### src/rtl/cmt_pkg.sv
package cmt_pkg;
  localparam int ADDR_W   = 2;
  localparam int WORD_W   = 16;
  localparam int FLAG_BIT = 7;
  localparam int IE_BIT   = 6;

  typedef enum logic [ADDR_W-1:0] {
    ADDR_CSR   = 2'd0,
    ADDR_COUNT = 2'd1,
    ADDR_MATCH = 2'd2,
    ADDR_RUN   = 2'd3
  } reg_addr_e;
endpackage

### src/rtl/cmt_prescaler.sv
module cmt_prescaler #(
  parameter int SEL_W    = 2,
  parameter int DIV_BASE = 3,
  parameter int DIV_STEP = 2
) (
  input  logic             clk,
  input  logic             rst_n,
  input  logic             run,
  input  logic             hold,
  input  logic [SEL_W-1:0] sel,
  output logic             tick
);
  localparam int NSEL  = 1 << SEL_W;
  localparam int PSC_W = DIV_BASE + DIV_STEP * (NSEL - 1);

  logic [PSC_W-1:0] psc_q;
  logic [NSEL-1:0]  tap;

  for (genvar g = 0; g < NSEL; g++) begin : g_tap
    localparam int BITS = DIV_BASE + DIV_STEP * g;
    assign tap[g] = &psc_q[BITS-1:0];
  end

  assign tick = tap[sel] & run & ~hold;

  always_ff @(posedge clk or negedge rst_n) begin
    if (!rst_n)     psc_q <= '0;
    else if (!run)  psc_q <= '0;
    else if (!hold) psc_q <= psc_q + 1'b1;
  end
endmodule

### src/rtl/cmt_counter.sv
module cmt_counter #(
  parameter int CNT_W = 16
) (
  input  logic             clk,
  input  logic             rst_n,
  input  logic             hold,
  input  logic             tick,
  input  logic             cnt_wr,
  input  logic             cmp_wr,
  input  logic [CNT_W-1:0] wdata,
  output logic [CNT_W-1:0] count,
  output logic [CNT_W-1:0] compare,
  output logic             match_evt
);
  assign match_evt = tick & (count == compare);

  always_ff @(posedge clk or negedge rst_n) begin
    if (!rst_n) begin
      count   <= '0;
      compare <= '1;
    end else if (!hold) begin
      if (cnt_wr)         count <= wdata;
      else if (match_evt) count <= '0;
      else if (tick)      count <= count + 1'b1;
      if (cmp_wr)         compare <= wdata;
    end
  end
endmodule

### src/rtl/cmt_ctrl_status.sv
module cmt_ctrl_status
  import cmt_pkg::*;
#(
  parameter int SEL_W = 2
) (
  input  logic              clk,
  input  logic              rst_n,
  input  logic              sw_standby,
  input  logic              hold,
  input  logic              wr_en,
  input  logic              rd_en,
  input  logic [WORD_W-1:0] wdata,
  input  logic              match_evt,
  output logic              flag,
  output logic              ie,
  output logic              armed,
  output logic [SEL_W-1:0]  sel,
  output logic [WORD_W-1:0] csr_word
);
  logic clear_ok;
  assign clear_ok = armed & ~wdata[FLAG_BIT];

  always_ff @(posedge clk or negedge rst_n) begin
    if (!rst_n) begin
      flag  <= 1'b0;
      ie    <= 1'b0;
      armed <= 1'b0;
      sel   <= '0;
    end else if (sw_standby) begin
      flag  <= 1'b0;
      ie    <= 1'b0;
      armed <= 1'b0;
      sel   <= '0;
    end else if (!hold) begin
      if (wr_en) begin
        ie    <= wdata[IE_BIT];
        sel   <= wdata[SEL_W-1:0];
        armed <= 1'b0;
        flag  <= match_evt | (flag & ~clear_ok);
      end else begin
        flag <= flag | match_evt;
        if (rd_en && flag) armed <= 1'b1;
      end
    end
  end

  always_comb begin
    csr_word              = '0;
    csr_word[FLAG_BIT]    = flag;
    csr_word[IE_BIT]      = ie;
    csr_word[SEL_W-1:0]   = sel;
  end
endmodule

### src/rtl/cmt_channel.sv
module cmt_channel
  import cmt_pkg::*;
#(
  parameter int CNT_W    = 16,
  parameter int SEL_W    = 2,
  parameter int DIV_BASE = 3,
  parameter int DIV_STEP = 2
) (
  input  logic              clk,
  input  logic              rst_n,
  input  logic              sw_standby,
  input  logic              mod_standby,
  input  logic              bus_sel,
  input  logic              bus_wr,
  input  logic              bus_rd,
  input  logic [ADDR_W-1:0] bus_addr,
  input  logic [WORD_W-1:0] bus_wdata,
  output logic [WORD_W-1:0] bus_rdata,
  output logic              irq
);
  logic              wr_any, wr_csr, wr_count, wr_match, wr_run, rd_csr;
  logic              run_q, tick, match_evt;
  logic              flag, ie, armed;
  logic [SEL_W-1:0]  sel;
  logic [CNT_W-1:0]  count, compare;
  logic [WORD_W-1:0] csr_word;

  assign wr_any   = bus_sel & bus_wr & ~mod_standby;
  assign wr_csr   = wr_any & (bus_addr == ADDR_CSR);
  assign wr_count = wr_any & (bus_addr == ADDR_COUNT);
  assign wr_match = wr_any & (bus_addr == ADDR_MATCH);
  assign wr_run   = wr_any & (bus_addr == ADDR_RUN);
  assign rd_csr   = bus_sel & bus_rd & (bus_addr == ADDR_CSR);

  always_ff @(posedge clk or negedge rst_n) begin
    if (!rst_n)      run_q <= 1'b0;
    else if (wr_run) run_q <= bus_wdata[0];
  end

  cmt_prescaler #(
    .SEL_W(SEL_W), .DIV_BASE(DIV_BASE), .DIV_STEP(DIV_STEP)
  ) u_psc (
    .clk(clk), .rst_n(rst_n), .run(run_q), .hold(mod_standby),
    .sel(sel), .tick(tick)
  );

  cmt_counter #(.CNT_W(CNT_W)) u_cnt (
    .clk(clk), .rst_n(rst_n), .hold(mod_standby), .tick(tick),
    .cnt_wr(wr_count), .cmp_wr(wr_match), .wdata(bus_wdata[CNT_W-1:0]),
    .count(count), .compare(compare), .match_evt(match_evt)
  );

  cmt_ctrl_status #(.SEL_W(SEL_W)) u_csr (
    .clk(clk), .rst_n(rst_n), .sw_standby(sw_standby), .hold(mod_standby),
    .wr_en(wr_csr), .rd_en(rd_csr), .wdata(bus_wdata),
    .match_evt(match_evt), .flag(flag), .ie(ie), .armed(armed),
    .sel(sel), .csr_word(csr_word)
  );

  assign irq = flag & ie;

  always_comb begin
    bus_rdata = '0;
    case (bus_addr)
      ADDR_CSR:   bus_rdata = csr_word;
      ADDR_COUNT: bus_rdata[CNT_W-1:0] = count;
      ADDR_MATCH: bus_rdata[CNT_W-1:0] = compare;
      default:    bus_rdata[0] = run_q;
    endcase
  end
endmodule

### config.mk
export PLATFORM = sky130hd
export DESIGN_NAME = cmt_channel
export DESIGN_NICKNAME = d
export VERILOG_FILES = /design/src/rtl/cmt_pkg.sv /design/src/rtl/cmt_prescaler.sv /design/src/rtl/cmt_counter.sv /design/src/rtl/cmt_ctrl_status.sv /design/src/rtl/cmt_channel.sv
export SDC_FILE = /design/constraint.sdc
export NUM_CORES = 1
export LEC_CHECK = 0
export BUFFER_PORTS_ARGS = -buffer_cell sky130_fd_sc_hd__buf_4
export CORE_AREA = 2 2 85 87
export DETAILED_ROUTE_END_ITERATION = 6
export DIE_AREA = 0 0 87 89
export PLACE_DENSITY = 0.66
export SYNTH_ARGS = -nofsm -noshare
export SYNTH_HDL_FRONTEND = slang
export SYNTH_SLANG_ARGS = --single-unit
### constraint.sdc
create_clock -name clk -period 1.95 [get_ports clk]
set_input_delay 0.195 -clock clk [delete_from_list [all_inputs] [get_ports clk]]
set_output_delay 0.195 -clock clk [all_outputs]
set_load 0.01 [all_outputs]
==> impl_metrics.csv, run 1 <==
group,metric,value,unit
status,status,"finished with violations",
status,violations,"negative setup slack",
grt,met3_usage,3.69,%
timing,clock_skew,8.75,ps
timing,layout_setup_ws,-45.2,ps
worst_setup_path,reg2reg_depth,8,
power_and_ir_drop,internal_power,1.95,mW
routing,drt_iter0_markers,164,
clocking,clock_latency,300,ps
synthesis,synthArstFlopShare,100,%
worst_setup_path,critPathMaxFanout,9,
power_and_ir_drop,pwr-share-clk,27.6,%
worst_setup_path,startpoint,"u_psc.psc_q[1]",
clocking,cts_tree,"yes",
routing,drc,0,
final_layout,syn2layout_area_growth,28.5,%
worst_setup_path,crit_slowest_cell,"dfrtp_1",
die,start_util,44.0,%
die,die_w,87,um
grt,grt_max_degree,48,
synthesis,synth_top_family_by_area,"simple AND/OR/NAND/NOR gates",
timing,post-route-min-period,2000,ps
final_layout,fin_area,0.00380,mm^2
synthesis,synth_commonest_cells,"dfrtp_1 (31), nor2_1 (26), nand3_1 (22), a21oi_1 (21), nand2_1 (21)",
timing,max_clock_freq,501,MHz
clocking,cts.reportedPaths.clkPinSlew,90,ps
final_layout,fin_nets,400,
synthesis,yosys.area_share.adder,2.11,%
die,dieHeight,89,um
placement,place_congestion,0.876,
worst_setup_path,critPathRequiredTime,2180,ps
synthesis,yosys.cell_count.top_type,"dfrtp_1",
synthesis,synth_edf_count,0,
synthesis,synth_top_cells_by_area,"dfrtp_1 (26%), dfstp_2 (14%), mux2_2 (6.8%)",
die,rows,30,
grt,grt.met2_usage,32.1,%
timing,period_share,102,%
clocking,numCtsBuffers,5,
worst_setup_path,critical_path.max_stage_delay,430,ps
worst_setup_path,path_cells,"ha_4 > and3_4 > ha_4 > mux2_4 > o21ai_4 > or2_4 > nand2_1 > a41oi_2",
clocking,cts_sinks,47,
routing,postRouteAntennaNets,0,
clocking,cts_root_buf,"clkbuf_8",
routing,vias,2589,
synthesis,ys_seq_elements,47,
placement,detailed_place_hpwl,5290,um
flow_run,drv_cap,0,
routing,first_pass_iters,4,
final_layout,fill_cells,603,
routing,finalWirelength,7820,um
worst_setup_path,startpoint_type,"flip-flop",
routing,viasPerCell,5.74,
power_and_ir_drop,combPwrFrac,27.2,%
power_and_ir_drop,p_per_area,732,mW/mm^2
grt,track_usage,20.3,%
power_and_ir_drop,p_switching,829,uW
final_layout,final_core_util,56.6,%
power_and_ir_drop,switching_share,29.8,%
timing,grt_setup_unrepaired,"true",
grt,met1_usage,28.4,%
die,coreArea,0.00672,mm^2
timing,hold_viol,0,
timing,worst_slew_pin_slew,645,ps
worst_setup_path,cpMostUsedCell,"ha_4",
worst_setup_path,worstSetupEndpointType,"flip-flop",
grt,grt_pass1_wl,12300,um
routing,wire_per_inst,17.3,um
final_layout,multi_input_area,0.00180,mm^2
worst_setup_path,r2r-start,"u_psc.psc_q[1]",
worst_setup_path,reg2reg_slack,-50,ps
timing,finalMaxSlewViolations,0,
synthesis,ys_seq_area_share,40.4,%
grt,antenna_found_initial,0,
timing,setup_viol,9,
die,dieArea,0.00774,mm^2
clocking,h-tree-depth,2,
final_layout,drive_above_1_share,39.4,%
worst_setup_path,crit_family,"simple AND/OR/NAND/NOR gates",
worst_setup_path,path_buf_inv,0,
worst_setup_path,path_class,"reg2reg",
worst_setup_path,rr_endpoint,"u_cnt.count[8]",
grt,grt_overflow,0,
placement,dp.cells,439,
timing,whs,70.1,ps
synthesis,synth_area,0.00296,mm^2
synthesis,synthXorXnorAreaFrac,5.92,%
synthesis,synth_cells,316,
die,io_pins,42,
clocking,cts_buffer_depth,2,
synthesis,synthMuxAreaShare,9.98,%
synthesis,synth-compound-area-share,14.6,%
synthesis,syn_area_per_cell,9.36,um^2
worst_setup_path,endpoint,"u_cnt.count[8]",
synthesis,synth_ff_type,"dfrtp_1",
placement,placed_area,0.00349,mm^2
synthesis,synthesis.nets,346,
final_layout,ff_latch_area,0.00120,mm^2
worst_setup_path,path_depth,8,
synthesis,yosys.area.top_type,"dfrtp_1",
synthesis,synth_top_area_share,26.2,%
power_and_ir_drop,ir_drop,0.398,mV
synthesis,yosys.area_share.simple,21.9,%
grt,grt_pass1_vias,2524,
placement,io_buffers,41,
timing,setup_tns,-236,ps
timing,relSlewSlack,56.8,%
worst_setup_path,cp.arrival,2230,ps
hold_path,hp-class,"in2reg",
final_layout,final_cells,451,
synthesis,synthDistinctLibCells,45,
power_and_ir_drop,p_leak,1.63,nW
final_layout,n_antenna_cell,0,
grt,busiest_layer,"met2",
power_and_ir_drop,seqPwrFrac,45.2,%
synthesis,yosysWarnings,0,
[how the worst min path moves through the flow]
stage | startpoint | to | slack [ps] | cells after the start
after floorplan | rst_n | run_q | -100 | 0
after global placement | rst_n | u_psc.psc_q[0] | 250 | 1
after detailed placement | rst_n | u_psc.psc_q[1] | 250 | 1
after CTS | sw_standby | u_csr.sel[0] | 60 | 2
after global routing | sw_standby | u_csr.flag | 70 | 2
final | sw_standby | u_csr.flag | 70 | 2
[metal layers]
| metal | share of wire, % | vias to the layer above |
|---|---|---|
| met1 | 46 | 1252 |
| met3 | 4.8 | 11 |
| li1 | - | 1250 |
| met4 | 1.1 | 0 |
| met5 | 0 | - |
| met2 | 48 | 76 |
[kinds of logic after synthesis]
family | after synthesis
and+or+nand+nor | 124
AOI/OAI and AO/OA | 65
DFF | 47
buffers and inverters | 29
muxes | 26
xor gates and xnor gates | 20
adders and majority gates | 5
[registers in the layout (all words and copies together) (netlist names)]
name	count
run_q	1
u_cnt.compare	16
u_cnt.count	16
u_csr.armed	1
u_csr.flag	1
u_csr.ie	1
u_csr.sel	2
u_psc.psc_q	9
[stage by stage]
step                      power [mW]  worst slack (ps)
after global routing            2.93              -122
after global placement          1.96             -41.0
after CTS                       2.76              -100
final                           2.78             -45.2
after detailed placement        1.97              -165
after floorplan                 1.70             -76.9
[layout make-up]
cell class	instances	share of cell area, %
sequential	47	31.5
inverter	1	0.0987
multi-input combinational	241	47.4
timing repair buffer	74	15.2
clock buffer	6	2.17
clock inverter	2	0.922
tap	80	2.63
[placed cells by master (no fill, tap or decap), types with 9 or more instances in the layout]
| master | n |
|---|---|
| dfstp_2 | 16 |
| nor2_1 | 25 |
| a22o_1 | 12 |
| xor2_1 | 18 |
| and2_1 | 10 |
| dfrtp_1 | 29 |
| nand2_1 | 20 |
| nor2b_1 | 9 |
| buf_4 | 70 |
| a21oi_1 | 19 |
| nand3_1 | 19 |
| mux2_2 | 17 |
[power groups by stage]
| stage | combinational (mW) | sequential, mW | clock (mW) |
|---|---|---|---|
| after floorplan | 0.457 | 1.24 | 0 |
| after global placement | 0.696 | 1.26 | 0 |
| after detailed placement | 0.704 | 1.27 | 0 |
| after global routing | 0.826 | 1.28 | 0.824 |
| final | 0.756 | 1.26 | 0.767 |
| after CTS | 0.722 | 1.25 | 0.787 |
[what timing repair did]
item / CTS / global route
hold buffers: 1 / 0
pin swaps: 3 / 20
endpoints found under the setup margin: 17 / 18
buffers inserted: 2 / 1
hold endpoints to repair: 31 / 0
resized for setup: 6 / 31
gates cloned: 0 / 1
(Power assumes the default switching activity.)
==> run 2: changes to the inputs <==
- GPL_ROUTABILITY_DRIVEN: unset -> 0
- PLACE_DENSITY: 0.66 -> unset
- PLACE_DENSITY_LB_ADDON: unset -> 0.2
==> impl_metrics.csv, run 2 (synthesized netlist as in run 1, its figures left out) <==
group,metric,value,unit
grt,antenna_found_initial,0,
routing,postRouteAntennaNets,0,
worst_setup_path,critPathMaxFanout,7,
final_layout,final_cell_mix,"buf_4 (70), dfrtp_1 (31), nor2_1 (25), a21oi_1 (21), nand2_1 (20)",
status,violations,"negative setup slack",
timing,grt_setup_unrepaired,"true",
die,dieArea,0.00774,mm^2
worst_setup_path,startpoint_type,"flip-flop",
routing,wire_per_inst,17.5,um
die,rows,30,
worst_setup_path,critical_path.max_stage_delay,420,ps
status,status,"finished with violations",
clocking,cts_tree,"yes",
routing,first_pass_iters,5,
grt,grt_pass1_wl,13100,um
routing,drt_iter0_markers,219,
timing,finalMaxSlewViolations,0,
clocking,cts.reportedPaths.clkPinSlew,90,ps
power_and_ir_drop,p_per_area,693,mW/mm^2
die,die_w,87,um
timing,period_share,102,%
die,io_pins,42,
worst_setup_path,path_cells,"ha_4 > and3_4 > ha_4 > mux2_4 > o21ai_4 > buf_6 > nor2_4 > buf_6 > nand3_2 > a41oi_2",
final_layout,n_antenna_cell,0,
worst_setup_path,worstSetupEndpointType,"flip-flop",
grt,track_usage,21.8,%
worst_setup_path,crit_slowest_cell,"dfrtp_1",
worst_setup_path,path_buf_inv,2,
worst_setup_path,path_class,"reg2reg",
timing,whs,74.7,ps
timing,layout_setup_ws,-34.4,ps
timing,setup_viol,7,
timing,relSlewSlack,59.6,%
power_and_ir_drop,p_total,2.62,mW
hold_path,hp-class,"in2reg",
grt,grt_pass1_vias,2595,
final_layout,final_common_cell,"buf_4",
routing,viasPerCell,5.83,
power_and_ir_drop,p_leak,1.58,nW
final_layout,drive_above_1_share,38.3,%
die,start_util,44.0,%
timing,clock_skew,6.95,ps
grt,grt_max_degree,48,
power_and_ir_drop,ir_drop,0.357,mV
final_layout,fill_cells,593,
worst_setup_path,crit_family,"flip-flops",
clocking,h-tree-depth,2,
final_layout,top_regs,"u_cnt.compare x16, u_cnt.count x16, u_psc.psc_q x9",
final_layout,fin_nets,402,
die,dieHeight,89,um
clocking,cts_buffer_depth,2,
worst_setup_path,critPathRequiredTime,2120,ps
routing,vias,2642,
clocking,numCtsBuffers,5,
placement,io_buffers,41,
routing,finalWirelength,7910,um
timing,post-route-min-period,1980,ps
timing,hold_viol,0,
final_layout,syn2layout_area_growth,28.1,%
timing,worst_slew_pin_slew,606,ps
clocking,cts_sinks,47,
clocking,cts_root_buf,"clkbuf_8",
worst_setup_path,cp.arrival,2160,ps
clocking,clock_latency,300,ps
placement,detailed_place_hpwl,5390,um
grt,grt_overflow,0,
flow_run,drv_cap,0,
routing,drc,0,
timing,max_clock_freq,504,MHz
die,coreArea,0.00672,mm^2
run 2: path summary, 6_finish.rpt:
check,end,slack (ps),cells after the start,startpoint
min,u_csr.sel[0],70,2,sw_standby
max,u_cnt.count[8],-30,10,u_psc.psc_q[1]
min in group asynchronous,u_psc.psc_q[1],440,2,rst_n
max reg2reg,u_cnt.count[8],-30,10,u_psc.psc_q[1]
max in group asynchronous,u_cnt.count[15],1100,2,rst_n
min reg2reg,u_csr.ie,550,2,u_csr.ie
run 2: report_power, final:
| part | internal [mW] | switching [mW] | total (mW) |
|---|---|---|---|
| clock | 0.287 | 0.327 | 0.613 |
| combinational | 0.393 | 0.367 | 0.760 |
| sequential | 1.14 | 0.110 | 1.25 |
| total | 1.82 | 0.804 | 2.62 |
run 2: final cells by class:
cell class              instances  area [um^2]  area share, %
clock buffers                   7         86.3           2.28
clock inverters                 1         5.00          0.132
inverters                       1         3.75         0.0990
multi-input cells             241         1800           47.4
flip-flops and latches         47         1200           31.6
well taps                      80          100           2.64
repair buffers                 76          601           15.8
run 2: metrics by stage:
step                instance area, um^2  TNS (ps)  utilization (%)  setup slack [ps]  instances
floorplan                          2980      -677                -             -76.9        316
CTS                                3710     -72.5             55.2             -21.2        453
finish                             3790      -145             56.4             -34.4        453
global placement                   3510      -153             52.3             -33.0        442
global route                       3790     -1160             56.4              -113        453
detailed placement                 3510      -619             52.3              -109        442
run 2: timing repair:
| item | in CTS | in global routing |
|---|---|---|
| gates cloned | 1 | 0 |
| setup endpoints to repair | 12 | 17 |
| setup buffers | 2 | 0 |
| endpoints found under the hold margin | 31 | 0 |
| resized for setup | 18 | 15 |
| pin swaps | 14 | 9 |
| hold buffers | 1 | 0 |
run 2: layer usage:
metal	part of all wire, %	GRT usage (%)	vias to the layer above
met4	1.3	6.68	0
met2	46	34.0	86
met3	6.3	4.06	12
met1	46	31.1	1278
li1	-	-	1266
met5	0	0	-
